`src/rtl/fetch_pkg.sv`:
```
package fetch_pkg;
  localparam int WORD_W = 32;
  localparam int WORD_BYTES = WORD_W / 8;

  typedef enum logic [1:0] {
    ST_IDLE = 2'd0,
    ST_WAIT = 2'd1,
    ST_BUS  = 2'd2
  } fetch_state_e;
endpackage

```
`src/rtl/fetch_fifo.sv`:
```
module fetch_fifo #(
  parameter int DW    = 32,
  parameter int DEPTH = 4
) (
  input  logic          clk,
  input  logic          rst_n,
  input  logic          push,
  input  logic [DW-1:0] wdata,
  input  logic          pop,
  output logic [DW-1:0] rdata,
  output logic          empty,
  output logic          room1,
  output logic          room2
);
  localparam int PW  = (DEPTH > 1) ? $clog2(DEPTH) : 1;
  localparam int LVW = $clog2(DEPTH + 1);
  localparam logic [PW-1:0]  LAST_PTR = PW'(DEPTH - 1);
  localparam logic [LVW-1:0] LIM1     = LVW'(DEPTH - 1);

  logic [DW-1:0]  mem [DEPTH];
  logic [PW-1:0]  wr_ptr, wr_ptr_n, rd_ptr, rd_ptr_n;
  logic [LVW-1:0] level, level_n;
  logic           pop_v;

  assign pop_v = pop && (level != '0);
  assign empty = (level == '0);
  assign room1 = (level <= LIM1);
  assign room2 = (level < LIM1);
  assign rdata = mem[rd_ptr];

  always_comb begin
    wr_ptr_n = wr_ptr;
    rd_ptr_n = rd_ptr;
    level_n  = level;
    if (push) wr_ptr_n = (wr_ptr == LAST_PTR) ? '0 : wr_ptr + 1'b1;
    if (pop_v) rd_ptr_n = (rd_ptr == LAST_PTR) ? '0 : rd_ptr + 1'b1;
    case ({push, pop_v})
      2'b10:   level_n = level + 1'b1;
      2'b01:   level_n = level - 1'b1;
      default: level_n = level;
    endcase
  end

  always_ff @(posedge clk or negedge rst_n) begin
    if (!rst_n) begin
      wr_ptr <= '0;
      rd_ptr <= '0;
      level  <= '0;
    end else begin
      wr_ptr <= wr_ptr_n;
      rd_ptr <= rd_ptr_n;
      level  <= level_n;
    end
  end

  always_ff @(posedge clk) begin
    if (push) mem[wr_ptr] <= wdata;
  end


  no_overflow_chk: assert property (@(posedge clk) disable iff (!rst_n)
    push |-> room1);
endmodule

```
`src/rtl/fetch_addr_seq.sv`:
```
module fetch_addr_seq #(
  parameter int AW = 32,
  parameter int LW = 16
) (
  input  logic          clk,
  input  logic          rst_n,
  input  logic          load,
  input  logic          adv,
  input  logic [AW-1:0] base,
  input  logic [LW-1:0] len,
  output logic [AW-1:0] adr,
  output logic          last,
  output logic          zero
);
  import fetch_pkg::*;
  localparam int CW = LW - 1;
  localparam logic [AW-1:0] STEP = AW'(WORD_BYTES);

  logic [CW-1:0] rem, rem_n;
  logic [AW-1:0] adr_n;
  logic [LW:0]   rounded;
  logic [CW-1:0] words;

  assign rounded = {1'b0, len} + (LW+1)'(WORD_BYTES - 1);
  assign words   = rounded[LW:2];
  assign zero    = (len == '0);
  assign last    = (rem == CW'(1));

  always_comb begin
    adr_n = adr;
    rem_n = rem;
    if (load) begin
      adr_n = {base[AW-1:2], 2'b00};
      rem_n = words;
    end else if (adv) begin
      adr_n = adr + STEP;
      rem_n = rem - 1'b1;
    end
  end

  always_ff @(posedge clk or negedge rst_n) begin
    if (!rst_n) begin
      adr <= '0;
      rem <= '0;
    end else begin
      adr <= adr_n;
      rem <= rem_n;
    end
  end


  adr_step_chk: assert property (@(posedge clk) disable iff (!rst_n)
    (adv && !load) |=> (adr == $past(adr) + STEP));
endmodule

```
`src/rtl/fetch_ctrl.sv`:
```
module fetch_ctrl (
  input  logic clk,
  input  logic rst_n,
  input  logic start,
  input  logic zero_len,
  input  logic ack,
  input  logic err_in,
  input  logic last,
  input  logic room1,
  input  logic room2,
  output logic cyc,
  output logic load,
  output logic adv,
  output logic push,
  output logic done,
  output logic err_out,
  output logic busy
);
  import fetch_pkg::*;

  fetch_state_e state, state_n;
  logic done_n, err_n;
  logic in_bus, ack_v, err_v;

  assign in_bus = (state == ST_BUS);
  assign err_v  = in_bus && err_in;
  assign ack_v  = in_bus && ack && !err_in;
  assign cyc    = in_bus;
  assign busy   = (state != ST_IDLE);
  assign load   = (state == ST_IDLE) && start;
  assign adv    = ack_v;
  assign push   = ack_v;

  always_comb begin
    state_n = state;
    done_n  = 1'b0;
    err_n   = 1'b0;
    case (state)
      ST_IDLE: begin
        if (start) begin
          if (zero_len) done_n = 1'b1;
          else state_n = ST_WAIT;
        end
      end
      ST_WAIT: begin
        if (room1) state_n = ST_BUS;
      end
      ST_BUS: begin
        if (err_v) begin
          state_n = ST_IDLE;
          err_n   = 1'b1;
        end else if (ack_v) begin
          if (last) begin
            state_n = ST_IDLE;
            done_n  = 1'b1;
          end else if (!room2) begin
            state_n = ST_WAIT;
          end
        end
      end
      default: state_n = ST_IDLE;
    endcase
  end

  always_ff @(posedge clk or negedge rst_n) begin
    if (!rst_n) begin
      state   <= ST_IDLE;
      done    <= 1'b0;
      err_out <= 1'b0;
    end else begin
      state   <= state_n;
      done    <= done_n;
      err_out <= err_n;
    end
  end


  stb_hold_chk: assert property (@(posedge clk) disable iff (!rst_n)
    (cyc && !ack && !err_in) |=> cyc);

  err_drop_chk: assert property (@(posedge clk) disable iff (!rst_n)
    (cyc && err_in) |=> (!cyc && err_out && !done));

  done_idle_chk: assert property (@(posedge clk) disable iff (!rst_n)
    done |-> !cyc);

  pause_drop_chk: assert property (@(posedge clk) disable iff (!rst_n)
    (cyc && ack && !err_in && !last && !room2) |=> !cyc);
endmodule

```
`src/rtl/wb_burst_fetch.sv`:
```
module wb_burst_fetch #(
  parameter int AW    = 32,
  parameter int LW    = 16,
  parameter int DEPTH = 4
) (
  input  logic          clk,
  input  logic          rst_n,
  input  logic          start_i,
  input  logic [AW-1:0] buf_ptr_i,
  input  logic [LW-1:0] byte_len_i,
  output logic          busy_o,
  output logic          done_o,
  output logic          err_o,
  output logic          wb_cyc_o,
  output logic          wb_stb_o,
  output logic          wb_we_o,
  output logic [3:0]    wb_sel_o,
  output logic [AW-1:0] wb_adr_o,
  input  logic [31:0]   wb_dat_i,
  input  logic          wb_ack_i,
  input  logic          wb_err_i,
  input  logic          fifo_rd_en_i,
  output logic [31:0]   fifo_rd_data_o,
  output logic          fifo_empty_o
);
  import fetch_pkg::*;

  logic [1:0] rst_sync;
  logic       rst_int_n;
  logic       load, adv, push, last, zero, room1, room2, cyc;

  always_ff @(posedge clk or negedge rst_n) begin
    if (!rst_n) rst_sync <= 2'b00;
    else        rst_sync <= {rst_sync[0], 1'b1};
  end
  assign rst_int_n = rst_sync[1];

  fetch_ctrl u_ctrl (
    .clk      (clk),
    .rst_n    (rst_int_n),
    .start    (start_i),
    .zero_len (zero),
    .ack      (wb_ack_i),
    .err_in   (wb_err_i),
    .last     (last),
    .room1    (room1),
    .room2    (room2),
    .cyc      (cyc),
    .load     (load),
    .adv      (adv),
    .push     (push),
    .done     (done_o),
    .err_out  (err_o),
    .busy     (busy_o)
  );

  fetch_addr_seq #(.AW(AW), .LW(LW)) u_seq (
    .clk   (clk),
    .rst_n (rst_int_n),
    .load  (load),
    .adv   (adv),
    .base  (buf_ptr_i),
    .len   (byte_len_i),
    .adr   (wb_adr_o),
    .last  (last),
    .zero  (zero)
  );

  fetch_fifo #(.DW(WORD_W), .DEPTH(DEPTH)) u_fifo (
    .clk   (clk),
    .rst_n (rst_int_n),
    .push  (push),
    .wdata (wb_dat_i),
    .pop   (fifo_rd_en_i),
    .rdata (fifo_rd_data_o),
    .empty (fifo_empty_o),
    .room1 (room1),
    .room2 (room2)
  );

  assign wb_cyc_o = cyc;
  assign wb_stb_o = cyc;
  assign wb_we_o  = 1'b0;
  assign wb_sel_o = 4'b1111;
endmodule

```
`config.mk`:
```
export PLATFORM = sky130hd
export DESIGN_NAME = wb_burst_fetch
export DESIGN_NICKNAME = d
export VERILOG_FILES = /design/src/rtl/fetch_pkg.sv /design/src/rtl/fetch_fifo.sv /design/src/rtl/fetch_addr_seq.sv /design/src/rtl/fetch_ctrl.sv /design/src/rtl/wb_burst_fetch.sv
export SDC_FILE = /design/constraint.sdc
export NUM_CORES = 1
export LEC_CHECK = 0
export BUFFER_PORTS_ARGS = -buffer_cell sky130_fd_sc_hd__buf_2
export CELL_PAD_IN_SITES_DETAIL_PLACEMENT = 0
export CELL_PAD_IN_SITES_GLOBAL_PLACEMENT = 1
export CORE_ASPECT_RATIO = 0.5
export CORE_MARGIN = 8
export CORE_UTILIZATION = 31
export DETAILED_ROUTE_END_ITERATION = 10
export HOLD_SLACK_MARGIN = 0.12
export PLACE_DENSITY_LB_ADDON = 0.1
export SYNTH_ARGS = -nofsm -noshare
export SYNTH_HDL_FRONTEND = slang
export SYNTH_SLANG_ARGS = --single-unit
```
`constraint.sdc`:
```
create_clock -name clk -period 5.5 [get_ports clk]
set_input_delay 0.825 -clock clk [delete_from_list [all_inputs] [get_ports clk]]
set_output_delay 0.825 -clock clk [all_outputs]
set_load 0.02 [all_outputs]
```
==> flow_metrics.env, run 1 <==
export IMPL_synth_ff_type="edfxtp_1"
export IMPL_floorplan_initialDensity_pct=31.2
export IMPL_place_inst=1055
export IMPL_met2_usage_pct=22.0
export IMPL_outcome="completed"
export IMPL_postSynthAreaPerCell_um2=14.5
export IMPL_min_path_type="in2async"
export IMPL_grt_pass1_wl_mm=31.9
export IMPL_crit_arrival_ps=2400
export IMPL_period_minus_slack_ps=3230
export IMPL_post_route_util_pct=37.7
export IMPL_fin_cells=1085
export IMPL_top_usage_layer="met2"
export IMPL_clock_path_buffers=2
export IMPL_synth_cell_types=54
export IMPL_clock_sinks=186
export IMPL_async_reset_ff_share_pct=31.2
export IMPL_ctsHtreeMaxLevel=4
export IMPL_met3_usage_pct=3.45
export IMPL_ys_ff_latch=186
export IMPL_relSlewSlack_pct=47.0
export IMPL_routabilityCongestion=0.726
export IMPL_ys_seq_area_share_pct=64.9
export IMPL_skew_ps=8.00
export IMPL_num_vias=5159
export IMPL_cts_tree="done"
export IMPL_final_nets=818
export IMPL_critPathMaxFanout=22
export IMPL_root_buffer="clkbuf_16"
export IMPL_dpl_hpwl_mm=13.6
export IMPL_core_um2=26200
export IMPL_syn_area_um2=8160
export IMPL_reg2reg_depth=9
export IMPL_cap_violations=0
export IMPL_yosysTopAreaCellShare_pct=47.1
export IMPL_critPathLaunchType="register"
export IMPL_synth_area_leaders="edfxtp_1 (47%), dfrtp_1 (18%), mux4_2 (8.8%)"
export IMPL_setup_violations=0
export IMPL_final_hold_violation_count=0
export IMPL_tns_ps=0
export IMPL_track_usage_pct=13.0
export IMPL_portBuffers=151
export IMPL_antenna_found_initial=0
export IMPL_totalWireLength_mm=20.6
export IMPL_cts_made_buffers=17
export IMPL_die_w_um=245
export IMPL_worst_pin_slew_ps=796
export IMPL_ctsHoldBuffers=0
export IMPL_place_area_um2=9320
export IMPL_synth_edff_count=128
export IMPL_path_class="reg2out"
export IMPL_setup_worst_path_end_class="output pin"
export IMPL_report_power_total_uw=4730
export IMPL_io_pins=161
export IMPL_ir_drop_uv=223
export IMPL_final_cell_mix="buf_2 (151), edfxtp_1 (128), dfrtp_1 (56), nand2_1 (52), mux4_2 (32)"
export IMPL_postCtsSetupBuffers=0
export IMPL_p_per_area_nw_per_um2=480
export IMPL_grt_max_degree=57
export IMPL_grt_ovfl_total=0
export IMPL_power_leakage_uw=0.00373
export IMPL_cts_resized=0
export IMPL_finalCritPeriodShare_pct=58.7
export IMPL_firstDrtPassIters=4
export IMPL_clk_pin_slew_ps=70
export IMPL_row_count=42
export IMPL_die_h_um=131
export IMPL_vias_per_cell=4.75
export IMPL_layout_commonest_cell="buf_2"
export IMPL_drive_above_1_share_pct=31.8
export IMPL_required_ps=4680
export IMPL_use_met1_pct=16.7
export IMPL_final_fill_count=2556
export IMPL_grt_pass1_vias=5397
export IMPL_path_cells="buf_4 > mux4_2 > buf_2"
export IMPL_area_delta_synth_final_pct=20.9
export IMPL_drv_slew=0
export IMPL_synthesis_instances=564
export IMPL_synth_top_area_cell="edfxtp_1"
export IMPL_yosys_warnings=0
export IMPL_max_freq_mhz=310
export IMPL_dieArea_um2=32100
export IMPL_rsz0062_at_grt="false"
export IMPL_slowest_stage="dfrtp_2"
export IMPL_antenna_left=0
export IMPL_first_iter_violations=343
export IMPL_final_cell_area_um2=9860
export IMPL_clk_latency_ps=440
export IMPL_post_drt_wl_per_cell_um=19.0
export IMPL_cpPeakStageDelay_ps=670
export IMPL_diodes=0
export IMPL_remaining_drc_errors=0
==> critical path, delay by kind of cell (launching register included) <==
family,cells,cell delay (ps)
muxes,1,590
buffers and inverters,2,700
DFF,1,670
==> through the flow <==
stage               setup slack [ps]  hold WS [ps]
floorplan                       2840           331
global placement                2580           340
detailed placement              2600           340
CTS                             2150           137
global route                    2070           135
finish                          2270           161
==> sequential cells by signal (all words and copies together) (netlist names), 2 cells and up <==
signal         count
u_fifo.rd_ptr      2
u_seq.adr         30
u_seq.rem         15
u_ctrl.state       2
u_fifo.level       3
rst_sync           2
u_fifo.mem       128
u_fifo.wr_ptr      2
==> cells in the mapped netlist (12+ instances only) <==
library cell and n:
xnor2_1 15, nand4_1 13, mux4_2 32, dfrtp_1 58, edfxtp_1 128, nor2_1 24
nand3_1 21, inv_1 12, clkbuf_1 16, nand2_1 52, o21ai_0 18, xor2_1 21
==> logic make-up (layout without fill, tap and decap cells) <==
family                   Yosys count  in the layout  share of synthesized area, %
AND/OR/NAND/NOR                  176            176                          11.3
XOR/XNOR                          36             36                          3.87
AO/OA/AOI/OAI                     70             70                          5.66
flip-flops                       186            186                          64.9
adder cells (fa/ha/maj)           10             10                          1.63
other                              2              8                        0.0921
buffers and inverters             42            205                          2.41
multiplexers                      42             42                          10.1
==> report_power, final <==
part,internal [uW],switching [uW],total (uW)
Combinational,643,890,1530
Clock,626,549,1180
Sequential,1720,308,2030
Total,2990,1750,4730
==> path summary, 6_finish.rpt <==
path | slack, ps | endpoint | start
setup reg to reg | 2980 | u_fifo.level[2] | u_ctrl.state[0]
setup / recovery | 2270 | fifo_rd_data_o[29] | u_fifo.rd_ptr[0]
min in group clk | 350 | rst_sync[1] | rst_sync[0]
max in group asynchronous | 4510 | u_fifo.rd_ptr[0] | rst_sync[1]
hold / removal | 160 | rst_sync[1] | rst_n
hold reg to reg | 350 | rst_sync[1] | rst_sync[0]
==> per-layer routing <==
layer	wire, um	up-vias
li1	-	2463
met1	9500	2617
met2	10200	72
met3	738	7
met4	127	0
met5	0	-
==> final cells by class <==
| cell class | count | area [um^2] | share of cell area (%) |
|---|---|---|---|
| Sequential cell | 186 | 5300 | 53.7 |
| Multi-Input combinational cell | 342 | 2700 | 27.3 |
| Timing Repair Buffer | 162 | 838 | 8.50 |
| Tap cell | 352 | 440 | 4.47 |
| Clock buffer | 18 | 429 | 4.35 |
| Clock inverter | 12 | 113 | 1.14 |
| Inverter | 13 | 48.8 | 0.495 |
No activity file was read; power rests on OpenSTA's default activity.
==> run 2: changes to the inputs <==
clock period = 2.89 ns   (was 5.5 ns; I/O delays follow)
==> run 2 against run 1 <==
  * Routed wire length is 0.23% lower
  * Largest power group unchanged
  * Utilization is 0.64 points higher
  * Critical endpoint is now fifo_rd_data_o[7]
  * Combinational power is 98% higher
  * Global-route usage is 0.14 points higher
  * Critical path depth stayed put
  * Register-to-register slack worse by 2200 ps
==> flow_metrics.env, run 2 (synthesis results as in run 1) <==
export IMPL_finalCritPeriodShare_pct=88.2
export IMPL_skew_ps=5.88
export IMPL_r2r_start="u_ctrl.state[0]"
export IMPL_grt_pass1_wl_mm=32.1
export IMPL_dieArea_um2=32100
export IMPL_die_h_um=131
export IMPL_post_drt_wl_per_cell_um=18.8
export IMPL_critPathMaxFanout=17
export IMPL_p_per_area_nw_per_um2=918
export IMPL_drive_above_1_share_pct=32.1
export IMPL_final_hold_violation_count=0
export IMPL_setup_violations=0
export IMPL_postCtsSetupBuffers=0
export IMPL_slowest_stage="dfrtp_1"
export IMPL_cts_made_buffers=17
export IMPL_final_cell_area_um2=10000
export IMPL_cpPeakStageDelay_ps=740
export IMPL_firstDrtPassIters=4
export IMPL_antenna_left=0
export IMPL_reg2reg_to="u_seq.rem[10]"
export IMPL_ctsHtreeMaxLevel=4
export IMPL_top_regs="u_fifo.mem: 128 flops, u_seq.adr: 30 flops, u_seq.rem: 15 flops"
export IMPL_row_count=42
export IMPL_diodes=0
export IMPL_num_vias=5203
export IMPL_p_switching_uw=3360
export IMPL_cts_resized=0
export IMPL_largest_reg_flops=128
export IMPL_path_class="reg2out"
export IMPL_required_ps=2460
export IMPL_totalWireLength_mm=20.5
export IMPL_period_minus_slack_ps=2550
export IMPL_layout_commonest_cell="buf_2"
export IMPL_critPathLaunchType="register"
export IMPL_final_fill_count=2550
export IMPL_internal_power_uw=5850
export IMPL_place_area_um2=9420
export IMPL_drv_slew=0
export IMPL_crit_end="fifo_rd_data_o[7]"
export IMPL_root_buffer="clkbuf_16"
export IMPL_dpl_hpwl_mm=13.8
export IMPL_reg2reg_depth=5
export IMPL_grt_ovfl_total=0
export IMPL_portBuffers=151
export IMPL_cap_violations=0
export IMPL_max_freq_mhz=392
export IMPL_relSlewSlack_pct=56.1
export IMPL_antenna_found_initial=0
export IMPL_multi_input_area_um2=2700
export IMPL_area_sequential_um2=5300
export IMPL_core_um2=26200
export IMPL_die_w_um=245
export IMPL_regMostFlops="u_fifo.mem"
export IMPL_worst_pin_slew_ps=653
export IMPL_grt_pass1_vias=5590
export IMPL_first_iter_violations=291
export IMPL_power_frac_seq_pct=41.3
export IMPL_clock_path_buffers=2
export IMPL_track_usage_pct=13.2
export IMPL_rsz0062_at_grt="false"
export IMPL_setup_ws_ps=341
export IMPL_vias_per_cell=4.76
export IMPL_final_cell_mix="buf_2 (151), edfxtp_1 (128), dfrtp_1 (56), nand2_1 (52), mux4_2 (32)"
export IMPL_r2r_slack_ps=770
export IMPL_setup_worst_path_end_class="output pin"
export IMPL_min_path_type="in2reg"
export IMPL_report_power_total_uw=9210
export IMPL_crit_cells=3
export IMPL_clk_pin_slew_ps=70
export IMPL_power_leakage_uw=0.00379
export IMPL_crit_arrival_ps=2120
export IMPL_tns_ps=0
export IMPL_io_pins=161
export IMPL_routabilityCongestion=0.725
export IMPL_crit_start="u_fifo.rd_ptr[1]"
export IMPL_critical_path_top_delay_family="flip-flops"
export IMPL_dp_slack_ps=714
export IMPL_path_cells="buf_4 > mux4_2 > buf_2"
export IMPL_area_delta_synth_final_pct=22.9
export IMPL_clk_latency_ps=440
export IMPL_remaining_drc_errors=0
export IMPL_cp_num_buf_inv=2
export IMPL_outcome="completed"
export IMPL_cts_tree="done"
export IMPL_clock_sinks=186
export IMPL_grt_max_degree=38
export IMPL_hold_ws_ps=195
export IMPL_ir_drop_uv=490
export IMPL_clockPowerShare_pct=25.9
export IMPL_final_nets=825
export IMPL_floorplan_initialDensity_pct=31.2
export IMPL_switching_share_pct=36.5
export IMPL_power_frac_comb_pct=32.8
[run 2: cell count changes in the layout (fill, tap and decap cells not counted)]
cell	delta
bufinv_16	+1
clkinv_2	-3
dlygate4sd3_1	+2
inv_8	+4
buf_12	+5
clkinv_4	-1
clkinv_1	+2
clkinvlp_4	+2
inv_6	-3
[run 2: what timing repair did]
item,4_1_cts,5_1_grt
endpoints found under the setup margin,0,0
hold buffers,2,0
endpoints found under the hold margin,5,0
[run 2: worst reg2reg max path, cell delays in order, from the launching register on]
cell and delay, ps:
dfrtp_1 450, and4bb_1 400, buf_4 240, nand3_1 300
or4_1 550, o211ai_1 100
[run 2: layout make-up]
class / instances / share of cell area, %
clock buffers: 18 / 4.28
clock inverters: 14 / 1.60
inverters: 13 / 0.487
multi-input cells: 342 / 26.9
flip-flops and latches: 186 / 52.8
well taps: 352 / 4.39
repair buffers: 169 / 9.56
[run 2: layer usage]
layer / vias up / part of all wire (%) / wire length (um) / global-route usage [%]
met5: - / 0 / 0 / 0
met4: 0 / 1.1 / 234 / 3.85
met3: 15 / 3.3 / 671 / 3.19
met2: 82 / 50 / 10200 / 22.4
met1: 2617 / 46 / 9470 / 16.7
li1: 2489 / - / - / -
[run 2: power by group through the flow]
stage               combinational (uW)  clock, uW  sequential [uW]
floorplan                         1870          0             3950
CTS                               3120       2480             3810
finish                            3030       2380             3800
detailed placement                3110          0             3860
global route                      3330       2570             3890
global placement                  3100          0             3860
[run 2: worst min-delay path by stage]
stage | from | endpoint | cells after the start
final | buf_ptr_i[12] | u_seq.adr[12] | 2
after global placement | rst_sync[1] | u_fifo.rd_ptr[1] | 0
after detailed placement | rst_sync[1] | u_seq.adr[26] | 0
after global routing | buf_ptr_i[21] | u_seq.adr[21] | 2
after floorplan | rst_n | rst_sync[0] | 0
after CTS | buf_ptr_i[12] | u_seq.adr[12] | 2
[run 2: stage by stage]
| stage | utilization [%] | std cells |
|---|---|---|
| after CTS | 38.3 | 1094 |
| after global routing | 38.3 | 1094 |
| after global placement | 36.0 | 1060 |
| after floorplan | - | 570 |
| after detailed placement | 36.0 | 1060 |
| final | 38.3 | 1094 |
==> run 3: changes to the inputs <==
PLACE_DENSITY = 0.61   (was default)
PLACE_DENSITY_LB_ADDON = default   (was 0.1)
==> run 3 against run 2 <==
  * Via count is 0.38% higher
  * Utilization is 0.23 points lower
  * Power is 2.1% lower
  * Clock skew is 9.5 ps higher
  * Non-clock buffer count is 1 lower
  * Critical endpoint is now fifo_rd_data_o[28]
  * Clock-buffer cell count stayed put
  * Largest cell class unchanged
  * Sequential power is 2% higher
  * Routed wire length is 3.0% lower
  * Sequential cell count stayed put
==> flow_metrics.env, run 3 (synthesis results as in run 1) <==
export IMPL_drive_above_1_share_pct=32.8
export IMPL_firstDrtPassIters=4
export IMPL_final_cell_area_um2=9970
export IMPL_p_per_area_nw_per_um2=905
export IMPL_hp_start="buf_ptr_i[12]"
export IMPL_cpPeakStageDelay_ps=1000
export IMPL_power_leakage_uw=0.00377
export IMPL_report_power_total_uw=9020
export IMPL_r2r_start="u_ctrl.state[0]"
export IMPL_clk_pin_slew_ps=70
export IMPL_ctsHtreeMaxLevel=4
export IMPL_use_met1_pct=16.3
export IMPL_post_drt_wl_per_cell_um=18.2
export IMPL_final_cell_mix="buf_2 (151), edfxtp_1 (128), dfrtp_1 (55), nand2_1 (52), mux4_2 (32)"
export IMPL_clock_sinks=186
export IMPL_setup_worst_path_end_class="output pin"
export IMPL_postCtsSetupBuffers=0
export IMPL_place_area_um2=9410
export IMPL_r2r_slack_ps=680
export IMPL_top_usage_layer="met2"
export IMPL_critPathMaxFanout=34
export IMPL_worst_pin_slew_ps=956
export IMPL_setup_ws_ps=378
export IMPL_routabilityCongestion=0.752
export IMPL_area_sequential_um2=5300
export IMPL_min_path_cells=2
export IMPL_tns_ps=0
export IMPL_final_hold_violation_count=0
export IMPL_period_minus_slack_ps=2510
export IMPL_path_class="reg2out"
export IMPL_area_delta_synth_final_pct=22.2
export IMPL_ir_drop_uv=437
export IMPL_grt_max_degree=35
export IMPL_grt_ovfl_total=0
export IMPL_skew_ps=15.4
export IMPL_row_count=42
export IMPL_layout_commonest_cell="buf_2"
export IMPL_track_usage_pct=12.9
export IMPL_antenna_left=0
export IMPL_largest_reg_flops=128
export IMPL_top_regs="u_fifo.mem: 128 flops, u_seq.adr: 30 flops, u_seq.rem: 15 flops"
export IMPL_reg2reg_to="u_seq.rem[10]"
export IMPL_rsz0062_at_grt="false"
export IMPL_dieArea_um2=32100
export IMPL_dpl_hpwl_mm=13.7
export IMPL_relSlewSlack_pct=36.2
export IMPL_final_nets=824
export IMPL_met3_usage_pct=3.90
export IMPL_portBuffers=151
export IMPL_root_buffer="clkbuf_16"
export IMPL_path_cells="mux4_2 > buf_2"
export IMPL_critPathLaunchType="register"
export IMPL_cts_resized=0
export IMPL_max_freq_mhz=398
export IMPL_regMostFlops="u_fifo.mem"
export IMPL_required_ps=2460
export IMPL_antenna_found_initial=0
export IMPL_final_fill_count=2567
export IMPL_die_h_um=131
export IMPL_diodes=0
export IMPL_outcome="completed"
export IMPL_dp_slack_ps=659
export IMPL_remaining_drc_errors=0
export IMPL_grt_pass1_vias=5499
export IMPL_setup_violations=0
export IMPL_finalCritPeriodShare_pct=86.9
export IMPL_num_vias=5223
export IMPL_whs_endpoint="u_seq.adr[12]"
export IMPL_vias_per_cell=4.78
export IMPL_hold_ws_ps=193
export IMPL_floorplan_initialDensity_pct=31.2
export IMPL_met2_usage_pct=21.3
export IMPL_cap_violations=0
export IMPL_first_iter_violations=346
export IMPL_clk_latency_ps=450
export IMPL_slowest_stage="dfrtp_2"
export IMPL_clock_path_buffers=2
export IMPL_multi_input_area_um2=2700
export IMPL_io_pins=161
export IMPL_reg2reg_depth=5
export IMPL_min_path_type="in2reg"
export IMPL_grt_pass1_wl_mm=31.7
export IMPL_core_um2=26200
export IMPL_crit_arrival_ps=2080
export IMPL_totalWireLength_mm=19.9
export IMPL_die_w_um=245
export IMPL_cts_made_buffers=17
export IMPL_drv_slew=0
export IMPL_cts_tree="done"
[run 3: changes by cell type in the layout (fill, tap and decap cells not counted)]
cell	change
clkinvlp_4	-1
and2_1	-4
inv_8	-4
dfrtp_2	+1
buf_4	+1
clkinv_1	-1
dfrtp_1	-1
dlygate4sd3_1	-1
and2_2	+4
clkinv_2	+3
bufinv_16	-1
buf_12	-1
inv_6	+3
[run 3: what timing repair did]
action                                  4_1_cts  5_1_grt
endpoints found under the hold margin         2        0
hold buffers                                  1        0
endpoints found under the setup margin        0        0
[run 3: metrics by stage]
step	util (%)	instances
after floorplan	-	570
after global placement	36.0	1060
after detailed placement	36.0	1060
after CTS	38.1	1092
after global routing	38.1	1092
final	38.1	1092
[run 3: worst max path at each step]
stage	slack, ps	endpoint	cells past startpoint	from
after floorplan	600	u_fifo.mem[3][0]	4	u_ctrl.state[0]
after global placement	690	u_fifo.level[2]	9	wb_ack_i
after detailed placement	660	u_seq.rem[10]	6	wb_err_i
after CTS	310	fifo_rd_data_o[4]	2	u_fifo.rd_ptr[1]
after global routing	260	fifo_rd_data_o[4]	2	u_fifo.rd_ptr[1]
final	380	fifo_rd_data_o[28]	2	u_fifo.rd_ptr[1]
[run 3: final cells by class]
cell class                      count  share of cell area (%)
Clock buffer                       18                    4.31
Multi-Input combinational cell    342                    27.1
Clock inverter                     13                    1.15
Tap cell                          352                    4.42
Timing Repair Buffer              168                    9.39
Inverter                           13                   0.490
Sequential cell                   186                    53.2
[run 3: worst max-delay path, delay by kind of cell (launching register included)]
kind	cells	cell delay, ps
DFF	1	1000
muxes	1	440
buffers and inverters	1	180
[run 3: where the power goes]
part           total [uW]  leakage [uW]  internal [uW]  switching, uW
Combinational        2920       0.00165           1260           1660
Sequential           3880       0.00185           3270            607
Clock                2220      0.000269           1190           1030
Total                9020       0.00377           5720           3300
[run 3: routing by layer]
metal / vias to the layer above / part of all wire, %
li1: 2489 / -
met1: 2621 / 45
met2: 95 / 49
met3: 18 / 4.3
met4: 0 / 1.5
met5: - / 0
